<file path="config.mk">
export PLATFORM = sky130hd
export DESIGN_NAME = cascaded_clk_div
export DESIGN_NICKNAME = d
export VERILOG_FILES = /design/src/rtl/cdiv_pkg.sv /design/src/rtl/cdiv_primary.sv /design/src/rtl/cdiv_secondary.sv /design/src/rtl/cascaded_clk_div.sv
export SDC_FILE = /design/constraint.sdc
export NUM_CORES = 1
export LEC_CHECK = 0
export ABC_AREA = 1
export BUFFER_PORTS_ARGS = -buffer_cell sky130_fd_sc_hd__buf_4
export CAP_MARGIN = 20
export CORE_AREA = 2 2 39 41
export CTS_BUF_LIST = sky130_fd_sc_hd__clkbuf_4
export DETAILED_ROUTE_END_ITERATION = 12
export DIE_AREA = 0 0 41 43
export GPL_TIMING_DRIVEN = 0
export PLACE_DENSITY = 0.74
export REMOVE_ABC_BUFFERS = 1
export SETUP_SLACK_MARGIN = 0.02
export SLEW_MARGIN = 10
export SYNTH_ARGS = -nofsm -noshare
export SYNTH_HDL_FRONTEND = slang
export SYNTH_SLANG_ARGS = --single-unit
export TNS_END_PERCENT = 20
</file>
<file path="constraint.sdc">
create_clock -name clk_in -period 1.8 [get_ports clk_in]
set_input_delay 0.36 -clock clk_in [delete_from_list [all_inputs] [get_ports clk_in]]
set_output_delay 0.36 -clock clk_in [all_outputs]
set_load 0.01 [all_outputs]
</file>
<file path="src/rtl/cdiv_pkg.sv">
package cdiv_pkg;

    typedef enum logic [1:0] {
        ST_IDLE = 2'd0,
        ST_HIGH = 2'd1,
        ST_LOW  = 2'd2,
        ST_PASS = 2'd3
    } div_state_e;

endpackage

</file>
<file path="src/rtl/cdiv_primary.sv">
module cdiv_primary
    import cdiv_pkg::*;
#(
    parameter int CODE_W = 2,
    parameter int HALF_W = 2
) (
    input  logic              clk_in,
    input  logic              mreset,
    input  logic [CODE_W-1:0] code_in,
    output logic              div_out,
    output logic              period_start
);

    div_state_e        state, state_nx;
    logic [HALF_W-1:0] half, half_nx;
    logic [CODE_W-1:0] code_act, code_nx;
    logic              level;

    // Cycles left in one half period, minus one; code 0 has no halves.
    function automatic logic [HALF_W-1:0] half_of(input logic [CODE_W-1:0] c);
        int h;
        h = (c == '0) ? 0 : ((1 << (int'(c) - 1)) - 1);
        return HALF_W'(h);
    endfunction

    always_comb begin
        state_nx     = state;
        half_nx      = half;
        code_nx      = code_act;
        period_start = 1'b0;
        unique case (state)
            ST_IDLE, ST_PASS: period_start = 1'b1;
            ST_HIGH: begin
                if (half == '0) begin
                    state_nx = ST_LOW;
                    half_nx  = half_of(code_act);
                end else begin
                    half_nx = half - HALF_W'(1);
                end
            end
            ST_LOW: begin
                if (half == '0) period_start = 1'b1;
                else            half_nx = half - HALF_W'(1);
            end
        endcase
        if (period_start) begin
            code_nx = code_in;
            if (code_in == '0) begin
                state_nx = ST_PASS;
                half_nx  = '0;
            end else begin
                state_nx = ST_HIGH;
                half_nx  = half_of(code_in);
            end
        end
    end

    always_ff @(posedge clk_in or posedge mreset) begin
        if (mreset) begin
            state    <= ST_IDLE;
            half     <= '0;
            code_act <= '0;
        end else begin
            state    <= state_nx;
            half     <= half_nx;
            code_act <= code_nx;
        end
    end

    always_comb begin
        unique case (state)
            ST_HIGH: level = 1'b1;
            ST_PASS: level = clk_in;
            default: level = 1'b0;
        endcase
        div_out = level & ~mreset;
    end

    AST_PRI_HALF_BOUND: assert property (@(posedge clk_in) disable iff (mreset)
        (state == ST_HIGH || state == ST_LOW) |-> (half <= half_of(code_act)));
    AST_PRI_CODE_HELD: assert property (@(posedge clk_in) disable iff (mreset)
        !period_start |=> $stable(code_act));
    AST_PRI_PASS_CODE: assert property (@(posedge clk_in) disable iff (mreset)
        (state == ST_PASS) |-> (code_act == '0));

endmodule

</file>
<file path="src/rtl/cdiv_secondary.sv">
module cdiv_secondary
    import cdiv_pkg::*;
#(
    parameter int CODE_W    = 1,
    parameter int BASE_LOG2 = 2,
    parameter int HALF_W    = 2
) (
    input  logic              clk_in,
    input  logic              mreset,
    input  logic              tick,
    input  logic [CODE_W-1:0] code_in,
    output logic              div_out
);

    div_state_e        state, state_nx;
    logic [HALF_W-1:0] half, half_nx;
    logic [CODE_W-1:0] code_act, code_nx;
    logic              start;

    // Primary periods left in one half period, minus one.
    function automatic logic [HALF_W-1:0] half_of(input logic [CODE_W-1:0] c);
        int h;
        h = (1 << (BASE_LOG2 + int'(c) - 1)) - 1;
        return HALF_W'(h);
    endfunction

    always_comb begin
        state_nx = state;
        half_nx  = half;
        code_nx  = code_act;
        start    = 1'b0;
        if (tick) begin
            unique case (state)
                ST_IDLE: start = 1'b1;
                ST_HIGH: begin
                    if (half == '0) begin
                        state_nx = ST_LOW;
                        half_nx  = half_of(code_act);
                    end else begin
                        half_nx = half - HALF_W'(1);
                    end
                end
                ST_LOW: begin
                    if (half == '0) start = 1'b1;
                    else            half_nx = half - HALF_W'(1);
                end
                default: state_nx = ST_IDLE;
            endcase
        end
        if (start) begin
            code_nx  = code_in;
            state_nx = ST_HIGH;
            half_nx  = half_of(code_in);
        end
    end

    always_ff @(posedge clk_in or posedge mreset) begin
        if (mreset) begin
            state    <= ST_IDLE;
            half     <= '0;
            code_act <= '0;
        end else begin
            state    <= state_nx;
            half     <= half_nx;
            code_act <= code_nx;
        end
    end

    always_comb begin
        div_out = (state == ST_HIGH) & ~mreset;
    end

    AST_SEC_TICK_ONLY: assert property (@(posedge clk_in) disable iff (mreset)
        !tick |=> ($stable(state) && $stable(half)));
    AST_SEC_CODE_HELD: assert property (@(posedge clk_in) disable iff (mreset)
        !start |=> $stable(code_act));
    AST_SEC_NO_PASS: assert property (@(posedge clk_in) disable iff (mreset)
        state != ST_PASS);

endmodule

</file>
<file path="src/rtl/cascaded_clk_div.sv">
module cascaded_clk_div #(
    parameter int PRI_CODE_W    = 2,
    parameter int SEC_CODE_W    = 1,
    parameter int SEC_BASE_LOG2 = 2
) (
    input  logic                  clk_in,
    input  logic                  mreset,
    input  logic [PRI_CODE_W-1:0] n_code,
    input  logic [SEC_CODE_W-1:0] p_code,
    output logic                  pri_clk,
    output logic                  sec_clk
);

    localparam int PRI_MAXLOG = (1 << PRI_CODE_W) - 1;
    localparam int PRI_HALF_W = (PRI_MAXLOG > 1) ? PRI_MAXLOG - 1 : 1;
    localparam int SEC_MAXLOG = SEC_BASE_LOG2 + (1 << SEC_CODE_W) - 1;
    localparam int SEC_HALF_W = (SEC_MAXLOG > 1) ? SEC_MAXLOG - 1 : 1;

    logic pri_tick;

    cdiv_primary #(
        .CODE_W (PRI_CODE_W),
        .HALF_W (PRI_HALF_W)
    ) u_pri (
        .clk_in       (clk_in),
        .mreset       (mreset),
        .code_in      (n_code),
        .div_out      (pri_clk),
        .period_start (pri_tick)
    );

    cdiv_secondary #(
        .CODE_W    (SEC_CODE_W),
        .BASE_LOG2 (SEC_BASE_LOG2),
        .HALF_W    (SEC_HALF_W)
    ) u_sec (
        .clk_in  (clk_in),
        .mreset  (mreset),
        .tick    (pri_tick),
        .code_in (p_code),
        .div_out (sec_clk)
    );

    always_comb begin
        if (mreset) begin
            AST_RST_OUTS_LOW: assert (!pri_clk && !sec_clk);
        end
    end

    AST_SEC_RISE_ON_TICK: assert property (@(posedge clk_in) disable iff (mreset)
        !pri_tick |=> $stable(sec_clk));

endmodule

</file>
==> flow_summary_export.csv <==
group,metric,value,unit
route,detail-route-antenna-nets,0,
floorplanning,fp.dieH,43,µm
yosys,synthMuxAreaShare,0,
critical_path,r2r-end,"u_pri.state[1]$_DFFE_PP0P_",
timing,setup_viol,0,
critical_path,required,1.44,ns
global_routing,grt_pass1_vias,702,
floorplanning,fp-row-count,14,
route,drcViolationCount,0,
timing,slew_violations,0,
final_layout,final_cell_mix,"nand2_1, inv_1, dfrtp_1",
final_layout,layout_commonest_cell,"nand2_1",
final_layout,fillerInstances,114,
yosys,synth_warnings,0,
route,first_pass_iters,4,
timing,worst_slew_pin_slew,0.4239,ns
global_routing,grt.overflow.total,0,
final_layout,multi_input_area,409.1,µm²
yosys,synthCells,102,
critical_path,worstPathBufferInverterCount,3,
yosys,netlist_area,755.7,µm²
critical_path,r2r-start,"u_pri.state[1]$_DFFE_PP0P_",
critical_path,crit_family,"buffers and inverters",
yosys,synthSimpleGateAreaFrac,0.3245,
floorplanning,ios,7,
yosys,synth_area_leader_cell,"dfrtp_1",
critical_path,r2r_cells,8,
timing,rsz0062_at_grt,"no",
yosys,synth_xor_area_frac,0,
final_layout,seq_area,275.3,µm²
critical_path,slowest_delay,0.14,ns
cts,clk_pin_slew_worst_paths,0.07,ns
critical_path,worst_setup_path_start_kind,"clock port",
route,via_per_inst,5.038,
yosys,synth_seq_cells,11,
timing,tns,0,ns
job,timing.max_cap.violations,0,
yosys,ys_top_cells_by_area,"dfrtp_1, ha_1, nand2_1, inv_1, nand3_1",
yosys,yosys.cell_types.count,14,
global_routing,grt_pass1_wl,2587,µm
route,postRouteWirelength,1523,µm
critical_path,cp_cell_sequence,"clkbuf_4, clkbuf_4, nand2_1, a21oi_2, buf_4",
critical_path,slowest_stage,"buf_4",
place,dp_hpwl,1083,µm
critical_path,path_class,"clk2out",
critical_path,worst-path-stages,5,
yosys,avgSynthCellArea,7.409,µm²
global_routing,antenna_found_initial,0,
critical_path,cpMostUsedCell,"clkbuf_4",
cts,cts_tree,"yes",
place,gp_congestion,0.7251,
floorplanning,die_area,1763,µm²
final_layout,syn_to_final_growth,19.04,%
route,wl_per_cell,11.45,µm
route,num_vias,670,
timing,hold_viol,0,
critical_path,end_kind,"output port",
yosys,synth_top_family_by_area,"simple AND/OR/NAND/NOR gates",
hold_path,whs_endpoint,"u_pri.code_act[0]$_DFFE_PP0N_",
final_layout,post-route-util,0.6501,
hold_path,worstHoldStart,"n_code[0]",
route,initialDrtViolationCount,22,
status,status,"complete, no violations",
timing,finClkSkew,0.003317,ns
floorplanning,fp.dieW,41,µm
timing,max_slew_margin,0.7171,
global_routing,grt_usage,0.2294,
final_layout,diodes,0,
place,port_buffers,6,
yosys,synth_seq_area_share,0.3642,
yosys,synth_top_area_frac,0.3642,
hold_path,hold_path_class,"in2reg",
critical_path,arrival,1.40,ns
cts,insertion_delay,0.38,ns
critical_path,path_max_fanout,2,
floorplanning,initial_core_util,0.5461,
yosys,synthAdderAreaFrac,0.1490,
yosys,synth_compound_area_frac,0.05960,
floorplanning,core_area,1384,µm²
critical_path,r2r_setup_slack,0.34,ns
final_layout,drive_gt1_frac,0.2137,
global_routing,grt_max_degree,12,
final_layout,nNetsFinal,132,
hold_path,hold_path_depth,3,
what timing repair did:
item	4_1_cts	5_1_grt
resized for setup	1	4
setup endpoints to repair	1	1
hold buffers	1	0
endpoints found under the hold margin	5	0
buffers inserted	1	0
cloned	0	0
registers in the layout (all words and copies together) (netlist names):
name,count
u_pri.state,2
u_sec.code_act,1
u_sec.state,2
u_pri.code_act,2
u_pri.half,2
u_sec.half,2
area by class of cell:
| type | instances | area share |
|---|---|---|
| Clock buffer | 8 | 0.06676 |
| Timing Repair Buffer | 7 | 0.06120 |
| Sequential cell | 11 | 0.3060 |
| Inverter | 20 | 0.08901 |
| Multi-Input combinational cell | 71 | 0.4548 |
| Tap cell | 16 | 0.02225 |
worst max path at each step:
stage	start	end	slack, ns
final	clk_in	pri_clk	0.04
after floorplan	clk_in	pri_clk	0.41
after global routing	u_pri.state[1]$_DFFE_PP0P_	pri_clk	0.02
after detailed placement	clk_in	pri_clk	0.31
after CTS	u_pri.state[1]$_DFFE_PP0P_	pri_clk	0.05
after global placement	clk_in	pri_clk	0.31
routing by layer:
metal  track usage  part of all wire
met5             0                 0
met4        0.2000             0.030
met3       0.07853             0.033
met2        0.3438              0.51
met1        0.2365              0.42
Yosys cell counts:
cell / count
inv_1: 19
inv_4: 1
ha_1: 9
dfrtp_1: 11
nand2_4: 2
nand3_2: 1
a21oi_1: 3
nor2_4: 1
nor2_1: 10
nand2_1: 27
nand3_1: 10
o21ai_0: 5
nand2_2: 2
o21ai_1: 1
worst min-delay path: stages:
cell and delay (ns):
buf_4 0.09, nand2_1 0.05, nand2_1 0.06
kinds of logic (layout without fill, tap and decap cells):
kind of cell	Yosys count	after routing
buffers and inverters	20	35
AO/OA/AOI/OAI	9	9
AND/OR/NAND/NOR	53	53
adder cells (fa/ha/maj)	9	9
flip-flops	11	11
metrics by stage:
stage / cells / instance area (µm²) / worst slack [ns] / hold WS, ns
floorplan: 102 / 755.7 / 0.4096 / 0.2124
global placement: 124 / 820.8 / 0.3054 / 0.3984
detailed placement: 124 / 820.8 / 0.3056 / 0.3978
CTS: 133 / 890.9 / 0.05049 / 0.2083
global route: 133 / 899.6 / 0.01939 / 0.2002
finish: 133 / 899.6 / 0.04252 / 0.2026
Power is not shown: default switching activity piles up to over one toggle a cycle in this logic, so the estimate is an artifact.
